### src/rtl/tpa_pkg.sv
package tpa_pkg;
  typedef enum logic [1:0] {
    MODE_NORM = 2'b00,
    MODE_LOAD = 2'b01,
    MODE_TEST = 2'b10,
    MODE_RSVD = 2'b11
  } tpa_mode_e;
endpackage

### src/rtl/tpa_addr_cnt.sv
module tpa_addr_cnt
  import tpa_pkg::*;
#(
  parameter int unsigned CNT_W = 3
) (
  input  logic             clk_i,
  input  logic             rst_ni,
  input  tpa_mode_e        mode_i,
  output logic [CNT_W-1:0] addr_o
);
  logic [CNT_W-1:0] cnt_q;
  logic             load_prev_q;
  logic             load_first;
  logic             step_en;

  assign load_first = (mode_i == MODE_LOAD) && !load_prev_q;
  assign addr_o     = load_first ? '0 : cnt_q;
  assign step_en    = (mode_i == MODE_LOAD) || (mode_i == MODE_TEST);

  always_ff @(posedge clk_i or negedge rst_ni) begin
    if (!rst_ni) begin
      cnt_q       <= '0;
      load_prev_q <= 1'b0;
    end else begin
      if (step_en) cnt_q <= addr_o + 1'b1;
      load_prev_q <= (mode_i == MODE_LOAD);
    end
  end

  AST_CNT_CLEAR: assert property (@(posedge clk_i) disable iff (!rst_ni)
    (mode_i == MODE_LOAD && !load_prev_q) |=> (cnt_q == CNT_W'(1)));
  AST_CNT_HOLD: assert property (@(posedge clk_i) disable iff (!rst_ni)
    (mode_i == MODE_NORM || mode_i == MODE_RSVD) |=> $stable(cnt_q));
  AST_CNT_STEP: assert property (@(posedge clk_i) disable iff (!rst_ni)
    (mode_i == MODE_TEST) |=> (cnt_q == CNT_W'($past(cnt_q) + 1'b1)));
endmodule

### src/rtl/tpa_ctrl_reg.sv
module tpa_ctrl_reg #(
  parameter int unsigned CNT_W = 3,
  parameter int unsigned N_OR  = 2,
  parameter int unsigned N_AND = 2,
  parameter int unsigned N_MUX = 2,
  localparam int unsigned N_LAT = N_OR + N_AND + 2 * N_MUX
) (
  input  logic             clk_i,
  input  logic             rst_ni,
  input  logic             load_en_i,
  input  logic [CNT_W-1:0] addr_i,
  input  logic             data_i,
  output logic [N_LAT-1:0] lat_o
);
  // reset leaves every gate transparent: force-low latches at 1, rest at 0
  localparam logic [N_LAT-1:0] RST_VAL = {{(2*N_MUX){1'b0}}, {N_AND{1'b1}}, {N_OR{1'b0}}};

  logic [N_LAT-1:0] lat_q;
  logic [N_LAT-1:0] wr_en;

  for (genvar i = 0; i < N_LAT; i++) begin : g_wr
    assign wr_en[i] = load_en_i && (addr_i == CNT_W'(i));
  end

  always_ff @(posedge clk_i or negedge rst_ni) begin
    if (!rst_ni) begin
      lat_q <= RST_VAL;
    end else begin
      for (int i = 0; i < N_LAT; i++) begin
        if (wr_en[i]) lat_q[i] <= data_i;
      end
    end
  end

  assign lat_o = lat_q;

  AST_ONE_WRITE: assert property (@(posedge clk_i) disable iff (!rst_ni)
    $onehot0(wr_en));
  AST_LAT_KEEP: assert property (@(posedge clk_i) disable iff (!rst_ni)
    !load_en_i |=> $stable(lat_q));
endmodule

### src/rtl/tpa_cp_bank.sv
module tpa_cp_bank #(
  parameter int unsigned N_OR  = 2,
  parameter int unsigned N_AND = 2,
  parameter int unsigned N_MUX = 2,
  localparam int unsigned N_LAT = N_OR + N_AND + 2 * N_MUX,
  localparam int unsigned N_NET = N_OR + N_AND + N_MUX,
  localparam int unsigned MUX_B = N_OR + N_AND
) (
  input  logic             clk_i,
  input  logic             rst_ni,
  input  logic             test_en_i,
  input  logic [N_LAT-1:0] lat_i,
  input  logic [N_NET-1:0] net_i,
  output logic [N_NET-1:0] net_o
);
  for (genvar i = 0; i < N_OR; i++) begin : g_or
    assign net_o[i] = net_i[i] | (test_en_i & lat_i[i]);

    AST_OR_FORCE: assert property (@(posedge clk_i) disable iff (!rst_ni)
      (test_en_i && lat_i[i]) |-> net_o[i]);
  end

  for (genvar j = 0; j < N_AND; j++) begin : g_and
    localparam int unsigned K = N_OR + j;
    assign net_o[K] = net_i[K] & (~test_en_i | lat_i[K]);

    AST_AND_FORCE: assert property (@(posedge clk_i) disable iff (!rst_ni)
      (test_en_i && !lat_i[K]) |-> !net_o[K]);
  end

  for (genvar m = 0; m < N_MUX; m++) begin : g_mux
    localparam int unsigned K = MUX_B + m;
    localparam int unsigned V = MUX_B + 2 * m;
    logic sel;
    assign sel      = test_en_i & lat_i[V+1];
    assign net_o[K] = sel ? lat_i[V] : net_i[K];

    AST_MUX_REPLACE: assert property (@(posedge clk_i) disable iff (!rst_ni)
      (test_en_i && lat_i[V+1]) |-> (net_o[K] == lat_i[V]));
  end
endmodule

### src/rtl/tpa_obs_mux.sv
module tpa_obs_mux #(
  parameter int unsigned CNT_W = 3,
  localparam int unsigned N_MON = 2 ** CNT_W
) (
  input  logic [N_MON-1:0] mon_i,
  input  logic [CNT_W-1:0] addr_i,
  output logic             obs_o
);
  assign obs_o = mon_i[addr_i];
endmodule

### src/rtl/tpa_top.sv
module tpa_top
  import tpa_pkg::*;
#(
  parameter int unsigned CNT_W = 3,
  parameter int unsigned N_OR  = 2,
  parameter int unsigned N_AND = 2,
  parameter int unsigned N_MUX = 2,
  localparam int unsigned N_NET = N_OR + N_AND + N_MUX,
  localparam int unsigned N_LAT = N_OR + N_AND + 2 * N_MUX,
  localparam int unsigned N_MON = 2 ** CNT_W
) (
  input  logic             clk_i,
  input  logic             rst_ni,
  input  logic [1:0]       mode_i,
  input  logic             tdata_i,
  input  logic [N_NET-1:0] func_i,
  output logic [N_NET-1:0] func_o,
  input  logic [N_MON-1:0] mon_i,
  output logic             obs_o
);
  tpa_mode_e        mode;
  logic [CNT_W-1:0] addr;
  logic [N_LAT-1:0] lat;

  assign mode = tpa_mode_e'(mode_i);

  tpa_addr_cnt #(.CNT_W(CNT_W)) u_cnt (
    .clk_i  (clk_i),
    .rst_ni (rst_ni),
    .mode_i (mode),
    .addr_o (addr)
  );

  tpa_ctrl_reg #(.CNT_W(CNT_W), .N_OR(N_OR), .N_AND(N_AND), .N_MUX(N_MUX)) u_lat (
    .clk_i     (clk_i),
    .rst_ni    (rst_ni),
    .load_en_i (mode == MODE_LOAD),
    .addr_i    (addr),
    .data_i    (tdata_i),
    .lat_o     (lat)
  );

  tpa_cp_bank #(.N_OR(N_OR), .N_AND(N_AND), .N_MUX(N_MUX)) u_cp (
    .clk_i     (clk_i),
    .rst_ni    (rst_ni),
    .test_en_i (mode == MODE_TEST),
    .lat_i     (lat),
    .net_i     (func_i),
    .net_o     (func_o)
  );

  tpa_obs_mux #(.CNT_W(CNT_W)) u_obs (
    .mon_i  (mon_i),
    .addr_i (addr),
    .obs_o  (obs_o)
  );

  AST_PASS_THRU: assert property (@(posedge clk_i) disable iff (!rst_ni)
    (mode != MODE_TEST) |-> (func_o == func_i));
endmodule

### config.mk
export PLATFORM = sky130hd
export DESIGN_NAME = tpa_top
export DESIGN_NICKNAME = d
export VERILOG_FILES = /design/src/rtl/tpa_pkg.sv /design/src/rtl/tpa_addr_cnt.sv /design/src/rtl/tpa_ctrl_reg.sv /design/src/rtl/tpa_cp_bank.sv /design/src/rtl/tpa_obs_mux.sv /design/src/rtl/tpa_top.sv
export SDC_FILE = /design/constraint.sdc
export NUM_CORES = 1
export LEC_CHECK = 0
export BUFFER_PORTS_ARGS = -buffer_cell sky130_fd_sc_hd__buf_4
export CELL_PAD_IN_SITES_DETAIL_PLACEMENT = 0
export CELL_PAD_IN_SITES_GLOBAL_PLACEMENT = 1
export CORE_UTILIZATION = 39
export CTS_CLUSTER_SIZE = 10
export DETAILED_ROUTE_END_ITERATION = 16
export HOLD_SLACK_MARGIN = 0.08
export PLACE_DENSITY = 0.82
export SLEW_MARGIN = 15
export SYNTH_ARGS = -nofsm -noshare
export SYNTH_HDL_FRONTEND = slang
export SYNTH_SLANG_ARGS = --single-unit
### constraint.sdc
create_clock -name clk_i -period 3.05 [get_ports clk_i]
set_input_delay 0.61 -clock clk_i [delete_from_list [all_inputs] [get_ports clk_i]]
set_output_delay 0.61 -clock clk_i [all_outputs]
set_load 0.01 [all_outputs]
==> results of run 1 <==
stage by stage:
step | utilization | hold WS [ns] | total power, W | cells
3_3_place_gp | 0.538 | 0.458 | 0.000521 | 120
5_1_grt | 0.553 | 0.164 | 0.000677 | 124
3_5_place_dp | 0.538 | 0.462 | 0.000530 | 120
2_1_floorplan | - | 0.314 | 0.000478 | 72
6_report | 0.553 | 0.159 | 0.000631 | 124
4_1_cts | 0.553 | 0.163 | 0.000637 | 124
worst max path at each step:
stage              start     to  slack [ns]  depth (start not counted)
6_report       mode_i[1]  obs_o        0.66                          8
5_1_grt        mode_i[1]  obs_o        0.57                          8
4_1_cts        mode_i[1]  obs_o        0.68                          8
3_5_place_dp   mode_i[1]  obs_o        0.69                          8
3_3_place_gp   mode_i[1]  obs_o        0.72                          8
2_1_floorplan  mode_i[1]  obs_o        0.95                          6
registers in the layout (all words and copies together), names as in the netlist:
signal / flops
u_cnt.load_prev_q: 1
u_lat.lat_o: 8
u_cnt.cnt_q: 3
synthesized netlist by cell type, types with 2 or more instances:
library cell               count
sky130_fd_sc_hd__a21boi_0      2
sky130_fd_sc_hd__a21o_1        2
sky130_fd_sc_hd__a21oi_1       2
sky130_fd_sc_hd__dfrtp_1      10
sky130_fd_sc_hd__dfstp_2       2
sky130_fd_sc_hd__ha_1          3
sky130_fd_sc_hd__inv_1         6
sky130_fd_sc_hd__mux2_1        4
sky130_fd_sc_hd__mux2_2        5
sky130_fd_sc_hd__mux2_4        2
sky130_fd_sc_hd__nand2_1       6
sky130_fd_sc_hd__nand3_1       2
sky130_fd_sc_hd__nor2_1        3
sky130_fd_sc_hd__o21ai_0       3
layer usage:
metal / routed length (um) / part of all wire / track usage
met5: 0 / 0 / 0
met4: 30 / 0.020 / 0.0686
met3: 83 / 0.054 / 0.0346
met2: 713 / 0.47 / 0.244
met1: 699 / 0.46 / 0.239
kinds of logic (layout without fill, tap and decap cells):
| group | Yosys count | after routing | synth area share |
|---|---|---|---|
| flops | 12 | 12 | 0.387 |
| fa+ha+maj | 3 | 3 | 0.0480 |
| compound gates | 15 | 15 | 0.133 |
| buf+inv | 8 | 35 | 0.0688 |
| mux | 12 | 12 | 0.181 |
| simple gates | 22 | 22 | 0.182 |
cell type report:
type / instances / area share
Tap cell: 25 / 0.0314
Inverter: 6 / 0.0226
Clock buffer: 4 / 0.0264
Timing Repair Buffer: 25 / 0.188
Sequential cell: 12 / 0.304
Multi-Input combinational cell: 52 / 0.427
power by group:
part / switching, W / internal [W]
Combinational: 0.0000982 / 0.000139
Sequential: 0.0000616 / 0.000226
Clock: 0.0000551 / 0.0000507
placed cells by master (no fill, tap or decap), types with 2 or more instances in the layout:
| cell type | count |
|---|---|
| sky130_fd_sc_hd__buf_4 | 25 |
| sky130_fd_sc_hd__dfrtp_1 | 10 |
| sky130_fd_sc_hd__nand2_1 | 6 |
| sky130_fd_sc_hd__inv_1 | 6 |
| sky130_fd_sc_hd__mux2_2 | 5 |
| sky130_fd_sc_hd__mux2_1 | 4 |
| sky130_fd_sc_hd__o21ai_0 | 3 |
| sky130_fd_sc_hd__nor2_1 | 3 |
| sky130_fd_sc_hd__ha_1 | 3 |
| sky130_fd_sc_hd__clkbuf_4 | 3 |
| sky130_fd_sc_hd__a21o_1 | 2 |
| sky130_fd_sc_hd__a21boi_0 | 2 |
| sky130_fd_sc_hd__nand3_1 | 2 |
| sky130_fd_sc_hd__a21oi_1 | 2 |
| sky130_fd_sc_hd__mux2_4 | 2 |
| sky130_fd_sc_hd__dfstp_2 | 2 |
worst max-delay path: cells and delay by family:
family | cells | cell delay (ns)
AND/OR/NAND/NOR | 2 | 0.30
buffers and inverters | 3 | 0.29
adder cells (fa/ha/maj) | 1 | 0.27
AO/OA/AOI/OAI | 2 | 0.29
==> flow_summary_export.csv, run 1 <==
group,metric,value,unit
placed_design,placement.cell_area,970,um^2
run_status,result_of_the_run,"finished clean",
critical_path,r2r_end,"u_lat.lat_o[7]",
synthesis,synth_largest_type_area_fraction,0.320,
clocking,cts_repair_resize_count,0,
sta,finalCritPeriodShare,0.782,
sta,max-slew-margin-rel,0.726,
clocking,cts_made_buffers,3,
clocking,cts_setup_buffers,0,
critical_path,cpMostUsedCell,"sky130_fd_sc_hd__buf_4",
critical_path,slowest_delay,0.27,ns
synthesis,synthDominantAreaCellType,"sky130_fd_sc_hd__dfrtp_1",
finish,fin_nets,122,
critical_path,setup.worst_path.start_class,"input port",
placed_design,detailedPlacementHpwl,1160,um
critical_path,regToRegStartpoint,"u_cnt.load_prev_q",
synthesis,netlist-cell-type-count,34,
critical_path,required,2.44,ns
synthesis,mappedNetlistNets,94,
global_route,groute.usage.overall,0.167,
critical_path,worst-path-max-fanout,7,
clocking,clockBufferDepth,2,
critical_path,r2r_cells,5,
critical_path,rrSetupSlack,1.50,ns
finish,fill_cell_count,188,
sta,worst-slew-pin-transition,0.411,ns
sta,fin_skew,0.00409,ns
sta,final-hold-violation-count,0,
synthesis,mapped_cells,72,
synthesis,yosys_register_bits,12,
drt,initialDrtViolationCount,14,
synthesis,ys_seq_area_frac,0.387,
sta,timing.final.ws_setup,0.663,ns
synthesis,synth_area_leaders,"sky130_fd_sc_hd__dfrtp_1, sky130_fd_sc_hd__mux2_2, sky130_fd_sc_hd__dfstp_2",
pwr,power_leakage,0.488,nW
sta,unrepaired_setup_endpoints_after_global_routing,"false",
critical_path,timing.critical_path.slowest_stage_cell,"sky130_fd_sc_hd__ha_1",
sta,maxSlewViolCount,0,
critical_path,timing.critical_path.to_type,"output pin",
critical_path,timing.critical_path.cells,"buf_4, inv_1, ha_1, and2b_4, nor2_4, a211oi_1, a21oi_1, buf_4",
global_route,maximum_number_of_pins_on_one_net_before_global_route_repair,13,
synthesis,dominantRegCellSynth,"sky130_fd_sc_hd__dfrtp_1",
clocking,tritoncts_clock_tree,"built",
min_path,min-delay-path-class,"in2async",
global_route,globalRoute.totalOverflow,0,
floorplan,floorplan.initialDensity,0.434,
finish,finish.instance_area,996,um^2
floorplan,ioPinCount,26,
clocking,clkLatencyLatePin,0.27,ns
sta,finalSetupTns,0,ns
floorplan,die_width,46.8,um
sta,top_achievable_clock_speed,419,MHz
finish,synthToLayoutAreaGrowth,27.4,%
clocking,htree_levels,1,
finish,antenna-diode-count,0,
placed_design,gpl.final_weighted_congestion,0.822,
drt,detail_route.vias_per_cell,4.90,
drt,route.vias.total,608,
global_route,grt_pass1_wl,2490,um
floorplan,core-area,0.00180,mm^2
drt,first_pass_iters,4,
synthesis,postSynthAreaPerCell,10.9,um^2
pwr,ir_drop,0.000295,V
synthesis,synth.cell_area,782,um^2
global_route,first_global_vias,545,
finish,layout-drive-gt1-share,0.465,
drt,wire_per_inst,12.3,um
floorplan,floorplan.die_area,0.00219,mm^2
sta,setup_viol_count_final,0,
sta,finalCriticalPeriod,2.39,ns
drt,remaining_drc_errors,0,
flow_run,drv_cap,0,
floorplan,num_rows,15,
drt,routed_wl,1530,um
drt,ant_nets,0,
synthesis,synth-edff-count,0,
finish,multi_input_comb_area,425,um^2
finish,regArea,303,um^2
pwr,power-per-cell-area,634,mW/mm^2
global_route,grt_antenna_before_repair,0,
clocking,cts_root_buffer,"sky130_fd_sc_hd__clkbuf_4",
critical_path,worst-endpoint-arrival,1.78,ns
clocking,clkTransAtPathRegs,0.08,ns
critical_path,crit_path_class,"in2out",
clocking,cts_hold_buf,0,
placed_design,place_ws,0.690,ns
floorplan,fp.dieH,46.8,um
synthesis,synth-warning-count,0,
placed_design,port_buffers,25,
synthesis,postSynth.asyncResetShare,1.00,
clocking,cts_num_sinks,12,
No activity file was read; power rests on OpenSTA's default activity.
==> run 2, diff against run 1 <==
--- a/config.mk
+++ b/config.mk
@@ -8,11 +8,11 @@
 export BUFFER_PORTS_ARGS = -buffer_cell sky130_fd_sc_hd__buf_4
 export CELL_PAD_IN_SITES_DETAIL_PLACEMENT = 0
 export CELL_PAD_IN_SITES_GLOBAL_PLACEMENT = 1
-export CORE_UTILIZATION = 39
+export CORE_UTILIZATION = 37
 export CTS_CLUSTER_SIZE = 10
 export DETAILED_ROUTE_END_ITERATION = 16
 export HOLD_SLACK_MARGIN = 0.08
-export PLACE_DENSITY = 0.82
+export PLACE_DENSITY = 0.78
 export SLEW_MARGIN = 15
 export SYNTH_ARGS = -nofsm -noshare
 export SYNTH_HDL_FRONTEND = slang
==> constraint.sdc (replaced) <==
create_clock -name clk_i -period 2.35 [get_ports clk_i]
set_input_delay 0.47 -clock clk_i [delete_from_list [all_inputs] [get_ports clk_i]]
set_output_delay 0.47 -clock clk_i [all_outputs]
set_load 0.01 [all_outputs]
==> flow_summary_export.csv, run 2 (synthesized netlist as in run 1, its figures left out) <==
group,metric,value,unit
pwr,power_leakage,0.498,nW
clocking,htree_levels,1,
clocking,clkTransAtPathRegs,0.08,ns
finish,largest_register_ff_count,8,
sta,max-slew-margin-rel,0.720,
pwr,ir_drop,0.000434,V
floorplan,fp.dieH,48.0,um
clocking,clkLatencyLatePin,0.27,ns
floorplan,num_rows,16,
floorplan,ioPinCount,26,
drt,ant_nets,0,
placed_design,port_buffers,25,
sta,timing.final.ws_setup,0.250,ns
clocking,cts_repair_resize_count,0,
critical_path,worst-path-max-fanout,10,
floorplan,core-area,0.00198,mm^2
finish,commonest_non_fill_non_tap_cells_in_the_layout,"sky130_fd_sc_hd__buf_4, sky130_fd_sc_hd__dfrtp_1, sky130_fd_sc_hd__nand2_1, sky130_fd_sc_hd__inv_1, sky130_fd_sc_hd__mux2_2",
clocking,cts_hold_buf,1,
critical_path,crit_path_class,"reg2out",
finish,layout-drive-gt1-share,0.470,
drt,remaining_drc_errors,0,
finish,finish.instance_area,0.00102,mm^2
finish,layout.cells.most_common,"sky130_fd_sc_hd__buf_4",
global_route,grt_antenna_before_repair,0,
drt,detail_route.vias_per_cell,4.87,
placed_design,placement.cell_area,972,um^2
sta,finalCritPeriodShare,0.894,
sta,maxSlewViolCount,0,
floorplan,floorplan.initialDensity,0.395,
min_path,min-delay-path-class,"in2reg",
pwr,share_comb_of_total_power,0.365,
global_route,groute.usage.overall,0.160,
clocking,cts_num_sinks,12,
critical_path,worst-endpoint-arrival,1.63,ns
critical_path,required,1.88,ns
pwr,power-per-cell-area,828,mW/mm^2
drt,initialDrtViolationCount,8,
sta,worst-slew-pin-transition,0.420,ns
pwr,switchingPower,0.000273,W
critical_path,setup.worst_path.start_class,"register",
placed_design,place_ws,0.274,ns
sta,setup_viol_count_final,0,
floorplan,floorplan.die_area,0.00230,mm^2
finish,antenna-diode-count,0,
flow_run,drv_cap,0,
sta,finalCriticalPeriod,2.10,ns
sta,finalSetupTns,0,ns
run_status,result_of_the_run,"finished clean",
finish,utilization,0.514,
global_route,globalRoute.totalOverflow,0,
critical_path,timing.critical_path.to_type,"output pin",
pwr,power_switching_share,0.324,
clocking,tritoncts_clock_tree,"built",
global_route,first_global_vias,582,
sta,unrepaired_setup_endpoints_after_global_routing,"false",
clocking,cts_root_buffer,"sky130_fd_sc_hd__clkbuf_4",
drt,routed_wl,1480,um
clocking,cts_made_buffers,3,
drt,route.vias.total,619,
sta,top_achievable_clock_speed,476,MHz
placed_design,gpl.final_weighted_congestion,0.836,
clocking,cts_setup_buffers,0,
finish,fin_nets,123,
placed_design,detailedPlacementHpwl,1190,um
global_route,grt_pass1_wl,2450,um
pwr,p_int,0.000570,W
finish,synthToLayoutAreaGrowth,30.2,%
global_route,maximum_number_of_pins_on_one_net_before_global_route_repair,13,
pwr,share_clk_of_total_power,0.194,
drt,first_pass_iters,4,
sta,final-hold-violation-count,0,
drt,wire_per_inst,11.7,um
sta,fin_skew,0.00603,ns
pwr,seq_power_share,0.441,
floorplan,die_width,48.0,um
clocking,clockBufferDepth,2,
## run 2: changes by cell type in the layout (fill, tap and decap cells not counted)
cell                            before  now
sky130_fd_sc_hd__clkbuf_8            0    1
sky130_fd_sc_hd__clkbuf_1            1    0
sky130_fd_sc_hd__dlygate4sd3_1       0    1
## run 2: power groups by stage
stage | sequential, W | clock, W | combinational, W
floorplan | 0.000333 | 0 | 0.000287
global placement | 0.000375 | 0 | 0.000304
detailed placement | 0.000377 | 0 | 0.000310
CTS | 0.000374 | 0.000168 | 0.000312
global route | 0.000388 | 0.000181 | 0.000350
finish | 0.000372 | 0.000164 | 0.000307
## run 2: final cells by class
| cell class | count | area [um^2] |
|---|---|---|
| flip-flops and latches | 12 | 303 |
| inverters | 6 | 22.5 |
| well taps | 27 | 33.8 |
| fillers | 196 | 963 |
| clock buffers | 4 | 36.3 |
| multi-input cells | 52 | 425 |
| repair buffers | 26 | 198 |
## run 2: per-stage QoR
step	instances	hold slack (ns)	total power, W
global route	127	0.469	0.000919
floorplan	72	0.174	0.000620
CTS	127	0.458	0.000854
detailed placement	122	0.318	0.000687
global placement	122	0.317	0.000679
finish	127	0.456	0.000843
## run 2: final timing paths
check / endpoint / start / cells past startpoint / slack, ns
setup / recovery: obs_o / u_cnt.cnt_q[0] / 4 / 0.25
hold / removal: u_lat.lat_o[2] / tdata_i / 3 / 0.46
setup reg to reg: u_lat.lat_o[7] / u_cnt.load_prev_q / 5 / 0.82
hold reg to reg: u_lat.lat_o[6] / u_lat.lat_o[6] / 1 / 0.49
max in group asynchronous: u_lat.lat_o[3] / rst_ni / 2 / 1.56
min in group asynchronous: u_lat.lat_o[0] / rst_ni / 2 / 0.56
## run 2: metal layers
layer  global-route usage  routed length, um  part of all wire  vias to the layer above
met4               0.0667                 19             0.013                        0
met2                0.257                721              0.49                       20
li1                     -                  -                 -                      305
met5                    0                  0                 0                        -
met3               0.0566                 71             0.048                        5
met1                0.194                668              0.45                      289
## run 2: critical path: stages, from the launching register on
cell                      delay, ns
sky130_fd_sc_hd__dfrtp_1       0.60
sky130_fd_sc_hd__mux2_1        0.36
sky130_fd_sc_hd__a31oi_1       0.17
sky130_fd_sc_hd__a21oi_1       0.08
sky130_fd_sc_hd__buf_4         0.14
==> run 3, diff against run 2 <==
--- a/config.mk
+++ b/config.mk
@@ -5,14 +5,15 @@
 export SDC_FILE = /design/constraint.sdc
 export NUM_CORES = 1
 export LEC_CHECK = 0
-export BUFFER_PORTS_ARGS = -buffer_cell sky130_fd_sc_hd__buf_4
+export BUFFER_PORTS_ARGS = -buffer_cell sky130_fd_sc_hd__clkbuf_2
 export CELL_PAD_IN_SITES_DETAIL_PLACEMENT = 0
 export CELL_PAD_IN_SITES_GLOBAL_PLACEMENT = 1
-export CORE_UTILIZATION = 37
+export CORE_MARGIN = 3
+export CORE_UTILIZATION = 33
 export CTS_CLUSTER_SIZE = 10
 export DETAILED_ROUTE_END_ITERATION = 16
 export HOLD_SLACK_MARGIN = 0.08
-export PLACE_DENSITY = 0.78
+export PLACE_DENSITY = 0.74
 export SLEW_MARGIN = 15
 export SYNTH_ARGS = -nofsm -noshare
 export SYNTH_HDL_FRONTEND = slang
==> constraint.sdc (replaced) <==
create_clock -name clk_i -period 1.8 [get_ports clk_i]
set_input_delay 0.36 -clock clk_i [delete_from_list [all_inputs] [get_ports clk_i]]
set_output_delay 0.36 -clock clk_i [all_outputs]
set_load 0.01 [all_outputs]
==> flow_summary_export.csv, run 3 (synthesized netlist as in run 1, its figures left out) <==
group,metric,value,unit
critical_path,r2r_end,"u_lat.lat_o[7]",
global_route,grt_antenna_before_repair,0,
pwr,power-per-cell-area,1090,mW/mm^2
sta,maxSlewViolCount,0,
drt,routed_wl,1570,um
min_path,worstHoldStart,"tdata_i",
critical_path,timing.critical_path.slowest_stage_cell,"sky130_fd_sc_hd__dfrtp_2",
critical_path,cp.buffers_inverters,1,
drt,detail_route.vias_per_cell,4.74,
sta,max-slew-margin-rel,0.802,
critical_path,worst-path-max-fanout,4,
clocking,cts_num_sinks,12,
global_route,maximum_number_of_pins_on_one_net_before_global_route_repair,13,
finish,final-instance-count-excl-fill,138,
finish,synthToLayoutAreaGrowth,34.7,%
floorplan,core-area,0.00223,mm^2
finish,regArea,305,um^2
critical_path,timing.critical_path.cells,"mux2_4, a31oi_1, a21oi_1, buf_2",
pwr,ir_drop,0.000571,V
drt,route.vias.total,654,
clocking,tritoncts_clock_tree,"built",
placed_design,port_buffers,25,
placed_design,detailedPlacementHpwl,1190,um
global_route,globalRoute.totalOverflow,0,
sta,top_achievable_clock_speed,564,MHz
global_route,grt_pass1_wl,2430,um
sta,finalSetupTns,0,ns
finish,layout.cells.most_common,"sky130_fd_sc_hd__clkbuf_2",
global_route,first_global_vias,566,
finish,fin_nets,133,
drt,initialDrtViolationCount,3,
floorplan,num_rows,17,
placed_design,post-place-cells,126,
min_path,worstHoldPathCells,3,
critical_path,required,1.44,ns
critical_path,regToRegStartpoint,"u_cnt.load_prev_q",
critical_path,worst-endpoint-arrival,1.41,ns
sta,final-hold-violation-count,0,
clocking,clockBufferDepth,2,
sta,finalCriticalPeriod,1.77,ns
sta,unrepaired_setup_endpoints_after_global_routing,"true",
finish,largest_register_ff_count,8,
critical_path,rrSetupSlack,0.31,ns
clocking,cts_made_buffers,3,
critical_path,r2r_cells,5,
sta,setup_viol_count_final,0,
placed_design,gpl.final_weighted_congestion,0.740,
drt,remaining_drc_errors,0,
clocking,htree_levels,1,
floorplan,die_width,54.7,um
critical_path,slowest_delay,0.44,ns
critical_path,timing.critical_path.to_type,"output pin",
clocking,cts_root_buffer,"sky130_fd_sc_hd__clkbuf_4",
critical_path,crit_path_class,"reg2out",
critical_path,path_delay_family,"flip-flops",
finish,multi_input_comb_area,457,um^2
finish,layout-drive-gt1-share,0.564,
min_path,min_delay_endpoint,"u_lat.lat_o[2]",
drt,ant_nets,0,
drt,first_pass_iters,3,
flow_run,drv_cap,0,
finish,commonest_non_fill_non_tap_cells_in_the_layout,"sky130_fd_sc_hd__clkbuf_2, sky130_fd_sc_hd__buf_4, sky130_fd_sc_hd__dfrtp_1",
drt,wire_per_inst,11.3,um
global_route,groute.usage.overall,0.115,
pwr,power_leakage,0.532,nW
run_status,result_of_the_run,"finished clean",
sta,fin_skew,0.00183,ns
critical_path,setup.worst_path.start_class,"register",
floorplan,ioPinCount,26,
finish,fill_cell_count,215,
clocking,clkTransAtPathRegs,0.07,ns
floorplan,fp.dieH,54.7,um
sta,worst-slew-pin-transition,0.297,ns
sta,finalCritPeriodShare,0.985,
min_path,min-delay-path-class,"in2reg",
finish,antenna-diode-count,0,
floorplan,floorplan.die_area,0.00299,mm^2
clocking,clkLatencyLatePin,0.26,ns
floorplan,floorplan.initialDensity,0.350,
## run 3: worst max-delay path by stage
stage | depth (start not counted) | endpoint | from | slack [ns]
5_1_grt | 4 | obs_o | u_cnt.cnt_q[0] | -0.02
2_1_floorplan | 6 | obs_o | mode_i[1] | 0.20
3_3_place_gp | 8 | obs_o | mode_i[1] | 0.09
4_1_cts | 5 | obs_o | u_cnt.cnt_q[0] | 0.02
3_5_place_dp | 8 | obs_o | mode_i[1] | 0.06
6_report | 4 | obs_o | u_cnt.cnt_q[0] | 0.03
## run 3: power breakdown
group          total, W  switching, W  internal, W
logic          0.000515      0.000222     0.000293
clock network  0.000167     0.0000818    0.0000857
registers      0.000468     0.0000803     0.000388
## run 3: repair_timing
| action | 4_1_cts | 5_1_grt |
|---|---|---|
| cloned | 0 | 0 |
| buffers inserted | 3 | 4 |
| hold endpoints to repair | 10 | 0 |
| hold buffers | 1 | 0 |
| setup endpoints to repair | 1 | 1 |
| resized for setup | 4 | 7 |
| pin swaps | 0 | 4 |
## run 3: layout make-up
cell class | instances | share of cell area
inverters | 6 | 0.0214
repair buffers | 36 | 0.197
flip-flops and latches | 12 | 0.290
well taps | 28 | 0.0333
clock buffers | 4 | 0.0249
multi-input cells | 52 | 0.433
## run 3: per-layer routing
layer | track usage | part of all wire | vias up
met5 | 0 | 0 | -
met4 | 0.0124 | 0.0051 | 0
met3 | 0.0518 | 0.059 | 2
met2 | 0.185 | 0.48 | 17
met1 | 0.145 | 0.45 | 308
li1 | - | - | 327
## run 3: stage by stage
| stage | hold slack (ns) | setup slack (ns) | cell area (um^2) | utilization | total power [W] |
|---|---|---|---|---|---|
| floorplan | 0.0644 | 0.195 | 782 | - | 0.000809 |
| global placement | 0.263 | 0.0895 | 933 | 0.418 | 0.000867 |
| detailed placement | 0.260 | 0.0605 | 933 | 0.418 | 0.000876 |
| CTS | 0.382 | 0.0212 | 1000 | 0.450 | 0.00109 |
| global route | 0.393 | -0.0221 | 1050 | 0.472 | 0.00124 |
| finish | 0.385 | 0.0277 | 1050 | 0.472 | 0.00115 |
## run 3: worst min-delay path: cells and delay by family
kind | cells | cell delay [ns]
buffers and inverters | 1 | 0.14
and+or+nand+nor | 1 | 0.07
AOI/OAI and AO/OA | 1 | 0.07
